===== src/rtl/td_xfer_pkg.sv =====
// Shared constants for the transfer descriptor sequencer.
// Assumes the fixed 32-bit token layout: toggle, byte count, interrupt flag, page index.
package td_xfer_pkg;
    localparam int TOK_TOG  = 31;
    localparam int CNT_HI   = 30;
    localparam int CNT_LO   = 16;
    localparam int TOK_IOC  = 15;
    localparam int IDX_HI   = 14;
    localparam int IDX_LO   = 12;
    localparam int CNT_W    = CNT_HI - CNT_LO + 1;
    localparam int IDX_W    = IDX_HI - IDX_LO + 1;
    localparam int OFF_W    = 12;

    typedef enum logic {PH_REQ = 1'b0, PH_WAIT = 1'b1} phase_t;
endpackage


===== src/rtl/td_xfer_addr.sv =====
// Request builder: chooses the page frame from the current index and forms the address and length.
// Assumes the offset is below 4096 and the page index is below PAGES while a request is shown.
module td_xfer_addr
    import td_xfer_pkg::*;
#(
    parameter int PAGES     = 5,
    parameter int PAGE_BITS = 20,
    parameter int MPS_W     = 11
) (
    input  logic                       clk,
    input  logic                       rst_n,
    input  logic                       show,
    input  logic [PAGES*PAGE_BITS-1:0] pg_flat,
    input  logic [IDX_W-1:0]           idx,
    input  logic [OFF_W-1:0]           off,
    input  logic [CNT_W-1:0]           rem,
    input  logic [MPS_W-1:0]           mps,
    output logic [PAGE_BITS+OFF_W-1:0] addr,
    output logic [CNT_W-1:0]           len
);
    logic [PAGE_BITS-1:0] sel_pg;
    logic [CNT_W-1:0]     mps_ext;

    // Select the page frame named by the page index.
    always_comb begin
        sel_pg = '0;
        for (int i = 0; i < PAGES; i++) begin
            if (idx == IDX_W'(i)) sel_pg = pg_flat[i*PAGE_BITS +: PAGE_BITS];
        end
    end

    // Length is the smaller of the packet size and the remaining count.
    always_comb begin
        mps_ext = CNT_W'(mps);
        len     = (mps_ext < rem) ? mps_ext : rem;
        addr    = {sel_pg, off};
    end

    // a request never exceeds the packet size or the remaining count.
    a_r4_len_bound: assert property (@(posedge clk) disable iff (!rst_n)
        show |-> (len <= rem) && (len <= CNT_W'(mps)));
endmodule


===== src/rtl/td_xfer_irq.sv =====
// Completion interrupt holder: keeps a retirement pending and releases it on the next threshold tick.
// Assumes retire_ioc is a single-cycle pulse.
module td_xfer_irq (
    input  logic clk,
    input  logic rst_n,
    input  logic retire_ioc,
    input  logic tick,
    output logic irq
);
    logic pend_q;

    // Set pending on a flagged retirement, clear it when a tick releases it.
    always_ff @(posedge clk) begin
        if (!rst_n) begin
            pend_q <= 1'b0;
            irq    <= 1'b0;
        end else begin
            irq <= tick && pend_q;
            if (retire_ioc)  pend_q <= 1'b1;
            else if (tick)   pend_q <= 1'b0;
        end
    end

    // an interrupt pulse always follows a threshold tick.
    a_r8_irq_on_tick: assert property (@(posedge clk) disable iff (!rst_n)
        irq |-> $past(tick));
    // the pulse lasts one cycle unless a new retirement refilled it.
    a_r8_irq_single: assert property (@(posedge clk) disable iff (!rst_n)
        irq && !$past(retire_ioc) |=> !irq);
endmodule


===== src/rtl/td_xfer_ctrl.sv =====
// Descriptor state and transaction sequencing: load checks, request/wait phases and progress update.
// Assumes the packet size is at least 1 and below 4096, so one completion crosses at most one page.
module td_xfer_ctrl
    import td_xfer_pkg::*;
#(
    parameter int PAGES     = 5,
    parameter int PAGE_BITS = 20,
    parameter int MPS_W     = 11,
    parameter int MAX_BYTES = 'h5000
) (
    input  logic                       clk,
    input  logic                       rst_n,
    input  logic                       load_valid,
    input  logic [31:0]                load_token,
    input  logic [OFF_W-1:0]           load_offset,
    input  logic [PAGES*PAGE_BITS-1:0] load_pages,
    input  logic [MPS_W-1:0]           load_mps,
    input  logic                       load_is_in,
    input  logic                       req_ready,
    input  logic                       cmp_valid,
    input  logic                       cmp_ok,
    input  logic [CNT_W-1:0]           cmp_bytes,
    input  logic [CNT_W-1:0]           cur_len,
    output logic                       active_q,
    output logic                       req_show,
    output logic [PAGES*PAGE_BITS-1:0] pg_q,
    output logic [IDX_W-1:0]           idx_q,
    output logic [OFF_W-1:0]           off_q,
    output logic [CNT_W-1:0]           rem_q,
    output logic [MPS_W-1:0]           mps_q,
    output logic                       tog_q,
    output logic                       ioc_q,
    output logic                       load_err,
    output logic                       retire_ioc
);
    localparam int SUM_W = OFF_W + 1;

    phase_t             ph_q;
    logic               in_q;
    logic               take, bad, done_ok, short_pkt, retire;
    logic [CNT_W-1:0]   moved, rem_nx;
    logic [SUM_W-1:0]   off_sum;

    // Load screening and completion arithmetic.
    always_comb begin
        take      = load_valid && !active_q;
        bad       = (load_token[CNT_HI:CNT_LO] > CNT_W'(MAX_BYTES)) ||
                    (load_token[IDX_HI:IDX_LO] >= IDX_W'(PAGES));
        done_ok   = active_q && (ph_q == PH_WAIT) && cmp_valid && cmp_ok;
        moved     = (cmp_bytes > cur_len) ? cur_len : cmp_bytes;
        rem_nx    = rem_q - moved;
        off_sum   = SUM_W'(off_q) + SUM_W'(moved);
        short_pkt = in_q && (moved < cur_len);
        retire    = done_ok && ((rem_nx == '0) || short_pkt);
        req_show  = active_q && (ph_q == PH_REQ);
        retire_ioc = retire && ioc_q;
    end

    // Descriptor registers, phase sequencing and progress update.
    always_ff @(posedge clk) begin
        if (!rst_n) begin
            active_q <= 1'b0;
            ph_q     <= PH_REQ;
            pg_q     <= '0;
            idx_q    <= '0;
            off_q    <= '0;
            rem_q    <= '0;
            mps_q    <= '0;
            tog_q    <= 1'b0;
            ioc_q    <= 1'b0;
            in_q     <= 1'b0;
            load_err <= 1'b0;
        end else begin
            load_err <= take && bad;
            if (take && !bad) begin
                active_q <= 1'b1;
                ph_q     <= PH_REQ;
                pg_q     <= load_pages;
                idx_q    <= load_token[IDX_HI:IDX_LO];
                off_q    <= load_offset;
                rem_q    <= load_token[CNT_HI:CNT_LO];
                mps_q    <= load_mps;
                tog_q    <= load_token[TOK_TOG];
                ioc_q    <= load_token[TOK_IOC];
                in_q     <= load_is_in;
            end else if (req_show && req_ready) begin
                ph_q <= PH_WAIT;
            end else if (active_q && ph_q == PH_WAIT && cmp_valid) begin
                ph_q <= PH_REQ;
                if (cmp_ok) begin
                    rem_q <= rem_nx;
                    off_q <= off_sum[OFF_W-1:0];
                    idx_q <= idx_q + IDX_W'(off_sum[OFF_W]);
                    tog_q <= ~tog_q;
                    if (retire) active_q <= 1'b0;
                end
            end
        end
    end

    // a failed completion keeps the progress state and returns to the request phase.
    a_r2_fail_keeps: assert property (@(posedge clk) disable iff (!rst_n)
        (active_q && ph_q == PH_WAIT && cmp_valid && !cmp_ok) |=>
        ($stable(rem_q) && $stable(off_q) && $stable(idx_q) && $stable(tog_q) && req_show));
    // the toggle inverts after every success.
    a_r7_toggle_flip: assert property (@(posedge clk) disable iff (!rst_n)
        done_ok |=> (tog_q != $past(tog_q)));
    // a load during an active descriptor changes nothing that was captured.
    a_r10_load_ignored: assert property (@(posedge clk) disable iff (!rst_n)
        (active_q && load_valid) |=> ($stable(mps_q) && $stable(pg_q)));
    // a refused load never starts the block.
    a_r6_err_inactive: assert property (@(posedge clk) disable iff (!rst_n)
        load_err |-> !active_q);
    // a waiting request stays presented.
    a_r11_req_hold: assert property (@(posedge clk) disable iff (!rst_n)
        (req_show && !req_ready && !(load_valid && !active_q)) |=> req_show);
endmodule


===== src/rtl/td_xfer_seq.sv =====
// Top of the transfer descriptor sequencer: ties the state controller, request builder and interrupt holder.
// Assumes the bus engine returns exactly one completion per accepted request.
module td_xfer_seq
    import td_xfer_pkg::*;
#(
    parameter int PAGES     = 5,
    parameter int PAGE_BITS = 20,
    parameter int MPS_W     = 11,
    parameter int MAX_BYTES = 'h5000
) (
    input  logic                       clk,
    input  logic                       rst_n,
    input  logic                       load_valid,
    input  logic [31:0]                load_token,
    input  logic [OFF_W-1:0]           load_offset,
    input  logic [PAGES*PAGE_BITS-1:0] load_pages,
    input  logic [MPS_W-1:0]           load_mps,
    input  logic                       load_is_in,
    output logic                       load_err,
    output logic                       active,
    output logic                       req_valid,
    input  logic                       req_ready,
    output logic [PAGE_BITS+OFF_W-1:0] req_addr,
    output logic [CNT_W-1:0]           req_len,
    output logic                       req_toggle,
    input  logic                       cmp_valid,
    input  logic                       cmp_ok,
    input  logic [CNT_W-1:0]           cmp_bytes,
    input  logic                       thresh_tick,
    output logic                       irq,
    output logic [31:0]                token_out
);
    logic [PAGES*PAGE_BITS-1:0] pg_q;
    logic [IDX_W-1:0]           idx_q;
    logic [OFF_W-1:0]           off_q;
    logic [CNT_W-1:0]           rem_q;
    logic [MPS_W-1:0]           mps_q;
    logic                       tog_q, ioc_q, retire_ioc;

    td_xfer_ctrl #(.PAGES(PAGES), .PAGE_BITS(PAGE_BITS), .MPS_W(MPS_W), .MAX_BYTES(MAX_BYTES)) u_ctrl (
        .clk(clk), .rst_n(rst_n), .load_valid(load_valid), .load_token(load_token),
        .load_offset(load_offset), .load_pages(load_pages), .load_mps(load_mps),
        .load_is_in(load_is_in), .req_ready(req_ready), .cmp_valid(cmp_valid),
        .cmp_ok(cmp_ok), .cmp_bytes(cmp_bytes), .cur_len(req_len), .active_q(active),
        .req_show(req_valid), .pg_q(pg_q), .idx_q(idx_q), .off_q(off_q), .rem_q(rem_q),
        .mps_q(mps_q), .tog_q(tog_q), .ioc_q(ioc_q), .load_err(load_err),
        .retire_ioc(retire_ioc)
    );

    td_xfer_addr #(.PAGES(PAGES), .PAGE_BITS(PAGE_BITS), .MPS_W(MPS_W)) u_addr (
        .clk(clk), .rst_n(rst_n), .show(req_valid), .pg_flat(pg_q), .idx(idx_q),
        .off(off_q), .rem(rem_q), .mps(mps_q), .addr(req_addr), .len(req_len)
    );

    td_xfer_irq u_irq (
        .clk(clk), .rst_n(rst_n), .retire_ioc(retire_ioc), .tick(thresh_tick), .irq(irq)
    );

    // Present the live token word and the current toggle.
    always_comb begin
        req_toggle = tog_q;
        token_out  = {tog_q, rem_q, ioc_q, idx_q, {OFF_W{1'b0}}};
    end
endmodule


===== config.mk =====
export PLATFORM = sky130hd
export DESIGN_NAME = td_xfer_seq
export DESIGN_NICKNAME = d
export VERILOG_FILES = /design/src/rtl/td_xfer_pkg.sv /design/src/rtl/td_xfer_addr.sv /design/src/rtl/td_xfer_irq.sv /design/src/rtl/td_xfer_ctrl.sv /design/src/rtl/td_xfer_seq.sv
export SDC_FILE = /design/constraint.sdc
export NUM_CORES = 1
export LEC_CHECK = 0
export ABC_AREA = 1
export BUFFER_PORTS_ARGS = -buffer_cell sky130_fd_sc_hd__buf_2
export CAP_MARGIN = 10
export CORE_UTILIZATION = 35
export CTS_BUF_LIST = sky130_fd_sc_hd__clkbuf_2 sky130_fd_sc_hd__clkbuf_4 sky130_fd_sc_hd__clkbuf_8
export DETAILED_ROUTE_END_ITERATION = 6
export PLACE_DENSITY = 0.58
export SLEW_MARGIN = 20
export SYNTH_ARGS = -nofsm -noshare
export SYNTH_HDL_FRONTEND = slang
export SYNTH_HIERARCHICAL = 1
export SYNTH_SLANG_ARGS = --single-unit

===== constraint.sdc =====
create_clock -name clk -period 7.54 [get_ports clk]
set_input_delay 0.754 -clock clk [delete_from_list [all_inputs] [get_ports clk]]
set_output_delay 0.754 -clock clk [all_outputs]
set_load 0.02 [all_outputs]

==> impl_metrics.env, run 1 <==
export IMPL_synth_most_common_cell="nand2_1"
export IMPL_ctsHoldBuffers=0
export IMPL_core_area_sq_mm=0.0260
export IMPL_die_h_um=165
export IMPL_clockBufferDepth=2
export IMPL_clk_latency_ps=460
export IMPL_num_rows=59
export IMPL_relSlewSlack_pct=23.2
export IMPL_maxCapViolations=0
export IMPL_path_max_fanout=28
export IMPL_ant_nets=0
export IMPL_drt_iter0_drc=777
export IMPL_grt_pass1_vias=8532
export IMPL_cpLargestDelayFamily="simple AND/OR/NAND/NOR gates"
export IMPL_critPathCapture="u_ctrl/idx_q[2]"
export IMPL_avgSynthCellArea_sq_um=6.64
export IMPL_cp_required_ps=7900
export IMPL_vias_per_cell=4.89
export IMPL_tightest_slew_ps=1150
export IMPL_crit_path_start_kind="register"
export IMPL_fill_cells=2834
export IMPL_p_per_area_mw_per_mm2=190
export IMPL_track_usage_pct=21.5
export IMPL_hpwl_um=22100
export IMPL_cts_tree="yes"
export IMPL_clk_pin_slew_ps=100
export IMPL_cp_num_buf_inv=4
export IMPL_timing_fmax_ghz=0.163
export IMPL_drcViolationCount=0
export IMPL_slew_viol_final=0
export IMPL_synth_top_cells_by_area="dfxtp_1 (32%), nand2_1 (20%), ha_1 (9.1%), a21oi_1 (8.0%), inv_1 (6.7%)"
export IMPL_skew_ps=21.7
export IMPL_num_vias=9401
export IMPL_setup_slack_ps=1420
export IMPL_syn2layout_area_growth_pct=16.9
export IMPL_criticalPathCategory="register to register"
export IMPL_place_gp_congestion=0.852
export IMPL_fin_crit_sh_pct=81.2
export IMPL_antenna_found_initial=3
export IMPL_async_reset_ff_share_pct=0
export IMPL_final_hold_viol_count=0
export IMPL_synth_top_area_share_pct=32.3
export IMPL_io_pins=262
export IMPL_die_w_um=165
export IMPL_fin_nets=1819
export IMPL_dp_cells=1888
export IMPL_max_stage_delay_ps=440
export IMPL_path_common_cell="nand2_1"
export IMPL_ys_seq_area_share_pct=32.3
export IMPL_peakVddDrop_v=0.000106
export IMPL_yosys_top_cells_count="nand2_1 (485), inv_1 (164), dfxtp_1 (149)"
export IMPL_leakage_nw=5.02
export IMPL_initial_core_util_pct=35.6
export IMPL_cts_setup_buffers=0
export IMPL_min_path_type="register to register"
export IMPL_cts_htree_levels=4
export IMPL_synth_top_cell_by_area="dfxtp_1"
export IMPL_r2r_slack_ps=1420
export IMPL_numCtsBuffers=17
export IMPL_io_buffers=233
export IMPL_place_area_sq_mm=0.0104
export IMPL_postLayoutCoreUtil_pct=41.6
export IMPL_rsz0062_at_grt="false"
export IMPL_p_total_mw=2.06
export IMPL_ys_seq_elements=149
export IMPL_worstPathArrival_ps=6480
export IMPL_critical_path_startpoint="u_ctrl/rem_q[10]"
export IMPL_cts_root_buf="clkbuf_8"
export IMPL_syn_inst=1392
export IMPL_r2r_cells=37
export IMPL_grt_pass1_wl_um=44700
export IMPL_overflow=0
export IMPL_grt_max_degree=103
export IMPL_timing_rr_start="u_ctrl/rem_q[10]"
export IMPL_clkSinkCount=149
export IMPL_hold_ws_ps=438
export IMPL_fin_setup_tns_ps=0
export IMPL_fin_cells=1922
export IMPL_synth_area_sq_mm=0.00925
export IMPL_drive_above_1_share_pct=19.4
export IMPL_pre_cts_ws_ps=1490
export IMPL_synth_edf_count=0
export IMPL_avgRoutedWirePerCell_um=15.5
export IMPL_crit_slowest_cell="dfxtp_1"
export IMPL_layout_min_cycle_time_ps=6120
export IMPL_ys_warn_count=6
export IMPL_status="complete, no violations"
export IMPL_synth_cell_types=47
export IMPL_dieArea_sq_mm=0.0271
export IMPL_cp_num_cells=37
export IMPL_setup_viol=0
export IMPL_dr_pass1_iters=5
export IMPL_crit_path_end_kind="register"
export IMPL_final_area_sq_mm=0.0108
export IMPL_cts_resized=0
export IMPL_wl_um=29800
export IMPL_synth_ff_type="dfxtp_1"
export IMPL_r2r_end="u_ctrl/idx_q[2]"
worst reg2reg max path, delay by kind of cell, from the launching register on:
kind	cells	cell delay (ps)
simple gates	20	2270
fa+ha+maj	5	1310
compound gates	6	1210
flops	1	440
buf+inv	4	440
xor+xnor	2	380
worst min-delay path by stage:
stage                       startpoint        end  slack, ps  cells past startpoint
final                     u_irq/pend_q  u_irq/irq        440                      2
after CTS                 u_irq/pend_q  u_irq/irq        450                      2
after global placement    u_irq/pend_q  u_irq/irq        420                      2
after global routing      u_irq/pend_q  u_irq/irq        480                      2
after detailed placement  u_irq/pend_q  u_irq/irq        430                      2
after floorplan           u_irq/pend_q  u_irq/irq        410                      2
registers in the layout, indices dropped and copies added, names as in the netlist, 3 cells and up:
register / cells
u_ctrl/off_q: 12
u_ctrl/idx_q: 3
u_ctrl/mps_q: 11
u_ctrl/pg_q: 100
u_ctrl/rem_q: 15
final cells by class:
| class | count | area [sq um] | share of cell area, % |
|---|---|---|---|
| multi-input cells | 989 | 5100 | 47.2 |
| flip-flops and latches | 149 | 2980 | 27.6 |
| repair buffers | 243 | 1240 | 11.5 |
| inverters | 172 | 651 | 6.02 |
| well taps | 335 | 419 | 3.88 |
| clock buffers | 17 | 234 | 2.16 |
| clock inverters | 15 | 178 | 1.64 |
| diodes | 2 | 5.00 | 0.0463 |
routing by layer:
metal | track usage [%] | vias to the layer above | share of wire (%) | wire length (um)
met2 | 35.8 | 296 | 47 | 14000
met3 | 4.27 | 28 | 6.5 | 1950
met4 | 6.80 | 2 | 1.8 | 550
li1 | - | 4800 | - | -
met1 | 27.9 | 4275 | 44 | 13200
met5 | 0 | - | 0.044 | 13
report_power, final:
group | internal [mW] | switching [mW] | leakage, nW | total (mW)
Clock | 0.310 | 0.358 | 0.213 | 0.668
Combinational | 0.187 | 0.351 | 3.59 | 0.539
Sequential | 0.824 | 0.0276 | 1.21 | 0.852
Total | 1.32 | 0.737 | 5.02 | 2.06
kinds of logic after synthesis:
kind of cell             after synthesis  synth area share, %
AO/OA/AOI/OAI                        242                 14.7
adder cells (fa/ha/maj)               69                 9.50
other                                  2               0.0812
flip-flops                           149                 32.3
XOR/XNOR                              14                 1.33
buffers and inverters                268                 13.1
AND/OR/NAND/NOR                      648                 29.0
cells in the final DEF (no fill, tap or decap), drive strengths merged, types with 3 or more instances in the layout:
| cell | synthesis | final |
|---|---|---|
| a211oi | 3 | 3 |
| a21oi | 150 | 150 |
| a221oi | 4 | 4 |
| a31oi | 18 | 18 |
| buf | 63 | 243 |
| clkbuf | 33 | 17 |
| conb | 2 | 16 |
| dfxtp | 149 | 149 |
| ha | 67 | 67 |
| inv | 171 | 183 |
| nand2 | 494 | 494 |
| nand3 | 72 | 72 |
| nand3b | 3 | 3 |
| nand4 | 27 | 27 |
| nor2 | 44 | 44 |
| nor3 | 5 | 5 |
| o211ai | 6 | 6 |
| o21ai | 28 | 28 |
| o21bai | 3 | 3 |
| o22ai | 20 | 20 |
| or2 | 3 | 3 |
| xnor2 | 5 | 5 |
| xor2 | 9 | 9 |
No activity file was read; power rests on OpenSTA's default activity.
==> run 2, diff against run 1 <==
- ABC_AREA: 1 -> 0
- PLACE_DENSITY: 0.58 -> 0.61
- clock period: 7.54 -> 5.4 ns (I/O delays scaled with it)
==> impl_metrics.env, run 2 <==
export IMPL_yosys_top_cells_count="nand2_1 (272), a21oi_1 (176), dfxtp_1 (149)"
export IMPL_layout_commonest_cell="nand2_1"
export IMPL_drcViolationCount=0
export IMPL_min_from="load_pages[69]"
export IMPL_cts_tree="yes"
export IMPL_p_per_area_mw_per_mm2=257
export IMPL_path_max_fanout=7
export IMPL_synth_top_area_share_pct=33.1
export IMPL_rsz0062_at_grt="true"
export IMPL_tightest_slew_ps=1080
export IMPL_track_usage_pct=22.6
export IMPL_initial_core_util_pct=35.7
export IMPL_path_common_cell="a21oi_2"
export IMPL_cp_required_ps=5720
export IMPL_max_stage_delay_ps=420
export IMPL_wl_um=30400
export IMPL_dieArea_sq_mm=0.0264
export IMPL_setup_viol=5
export IMPL_crit_path_start_kind="register"
export IMPL_async_reset_ff_share_pct=0
export IMPL_drive_above_1_share_pct=37.8
export IMPL_clockBufferDepth=2
export IMPL_ant_nets=0
export IMPL_status="finished with violations"
export IMPL_syn2layout_area_growth_pct=37.2
export IMPL_avgSynthCellArea_sq_um=7.80
export IMPL_top_register="u_ctrl/pg_q"
export IMPL_final_hold_viol_count=0
export IMPL_maxCapViolations=0
export IMPL_cts_root_buf="clkbuf_8"
export IMPL_largest_register_ffs=100
export IMPL_slew_viol_final=0
export IMPL_min_path_type="primary input to register"
export IMPL_place_area_sq_mm=0.0114
export IMPL_vias_per_cell=5.09
export IMPL_synth_edf_count=0
export IMPL_setup_slack_ps=-207
export IMPL_synth_ff_type="dfxtp_1"
export IMPL_layout_common_cells="nand2_1 (270), buf_2 (233), a21oi_1 (164), buf_4 (148), dfxtp_1 (135)"
export IMPL_numCtsBuffers=17
export IMPL_relSlewSlack_pct=27.8
export IMPL_violations="setup timing"
export IMPL_synth_top_cell_by_area="dfxtp_1"
export IMPL_biggestRegsByFlops="u_ctrl/pg_q (100), u_ctrl/rem_q (15), u_ctrl/off_q (12)"
export IMPL_ys_seq_area_share_pct=33.1
export IMPL_grt_pass1_wl_um=46300
export IMPL_drt_iter0_drc=581
export IMPL_postLayoutCoreUtil_pct=48.9
export IMPL_synth_top_cells_by_area="dfxtp_1 (33%), nand2_1 (11%), a21oi_1 (9.8%), ha_1 (9.3%), a22oi_1 (2.6%)"
export IMPL_criticalPathCategory="register to register"
export IMPL_io_pins=262
export IMPL_cp_num_buf_inv=5
export IMPL_crit_path_end_kind="register"
export IMPL_peakVddDrop_v=0.000153
export IMPL_fill_cells=2495
export IMPL_synth_area_sq_mm=0.00901
export IMPL_timing_rr_start="u_ctrl/rem_q[9]"
export IMPL_fin_setup_tns_ps=-774
export IMPL_timing_fmax_ghz=0.178
export IMPL_critical_path_startpoint="u_ctrl/rem_q[9]"
export IMPL_ys_seq_elements=149
export IMPL_crit_slowest_cell="a2111o_1"
export IMPL_antenna_found_initial=8
export IMPL_fin_crit_sh_pct=104
export IMPL_hpwl_um=22500
export IMPL_overflow=0
export IMPL_ys_warn_count=6
export IMPL_grt_max_degree=146
export IMPL_place_gp_congestion=0.881
export IMPL_layout_min_cycle_time_ps=5610
export IMPL_grt_pass1_vias=8698
export IMPL_clkSinkCount=149
export IMPL_fin_nets=1727
export IMPL_clk_latency_ps=460
export IMPL_io_buffers=233
export IMPL_core_area_sq_mm=0.0253
export IMPL_avgRoutedWirePerCell_um=16.6
export IMPL_worstPathArrival_ps=5920
export IMPL_syn_inst=1156
export IMPL_num_vias=9321
export IMPL_die_w_um=162
export IMPL_dr_pass1_iters=7
export IMPL_cts_htree_levels=4
export IMPL_die_h_um=162
export IMPL_num_rows=58
export IMPL_leakage_nw=5.32
export IMPL_cpLargestDelayFamily="compound AO/OA/AOI/OAI gates"
export IMPL_ctsHoldBuffers=0
export IMPL_final_area_sq_mm=0.0124
export IMPL_synth_cell_types=71
export IMPL_synth_most_common_cell="nand2_1"
export IMPL_clk_pin_slew_ps=110
export IMPL_skew_ps=17.5
## run 2: changes by cell type after synthesis, moves of 13 or more
cell	delta
a21oi_1	+28
a22oi_1	+31
a31oi_1	-15
buf_2	-16
clkbuf_1	+26
inv_1	-106
mux2_2	+13
mux2i_1	+14
nand2_1	-213
nand3_1	-62
nand4_1	-19
nor3_1	+13
## run 2: final timing paths
kind	to	slack, ps	depth (start not counted)
max	u_ctrl/idx_q[2]	-210	32
max reg2reg	u_ctrl/idx_q[2]	-210	32
min reg2reg	u_ctrl/pg_q[40]	460	2
min	u_ctrl/pg_q[69]	290	3
## run 2: logic make-up after synthesis
group                      synth area share, %
and+or+nand+nor                           19.0
AOI/OAI and AO/OA                         21.7
buffers and inverters                     8.04
DFF                                       33.1
adders and majority gates                 9.75
muxes                                     6.97
xor gates and xnor gates                  1.36
other                                   0.0833
## run 2: power by group
part / switching (mW) / internal (mW)
registers: 0.0384 / 1.15
logic: 0.553 / 0.513
clock network: 0.553 / 0.364
total: 1.14 / 2.03
## run 2: final cells by class
class / instances / area, sq um / area share, %
Sequential cell: 149 / 3020 / 24.4
Tap cell: 330 / 413 / 3.34
Clock buffer: 17 / 234 / 1.89
Clock inverter: 15 / 201 / 1.63
Antenna cell: 7 / 17.5 / 0.142
Timing Repair Buffer: 387 / 2360 / 19.1
Multi-Input combinational cell: 867 / 5880 / 47.6
Inverter: 58 / 230 / 1.86
## run 2: per-layer routing
layer / track usage [%] / up-vias / share of wire, % / routed length [um]
met3: 5.83 / 39 / 7.6 / 2300
met5: 0 / - / 0.033 / 10
met2: 35.8 / 309 / 46 / 14000
li1: - / 4660 / - / -
met1: 29.7 / 4311 / 44 / 13500
met4: 7.33 / 2 / 2.0 / 611
## run 2: per-stage QoR
step	hold WS, ps	instances	power (mW)	setup WS (ps)
floorplan	432	1170	1.78	-114
global placement	440	1780	2.17	-370
detailed placement	446	1780	2.18	-436
CTS	260	1819	3.14	-244
global route	255	1826	3.35	-498
finish	288	1830	3.17	-207
## run 2: worst register-to-register path, delay by kind of cell (launching register included)
family,cells,cell delay [ps]
flops,1,350
mux,1,300
xor+xnor,1,140
simple gates,4,440
fa+ha+maj,6,1260
compound gates,15,2400
buf+inv,5,570
## run 2: timing repair
item / 4_1_cts / 5_1_grt
setup endpoints to repair: 5 / 10
setup buffers: 7 / 4
pin swaps: 33 / 28
resized for setup: 49 / 40
gates cloned: 0 / 0
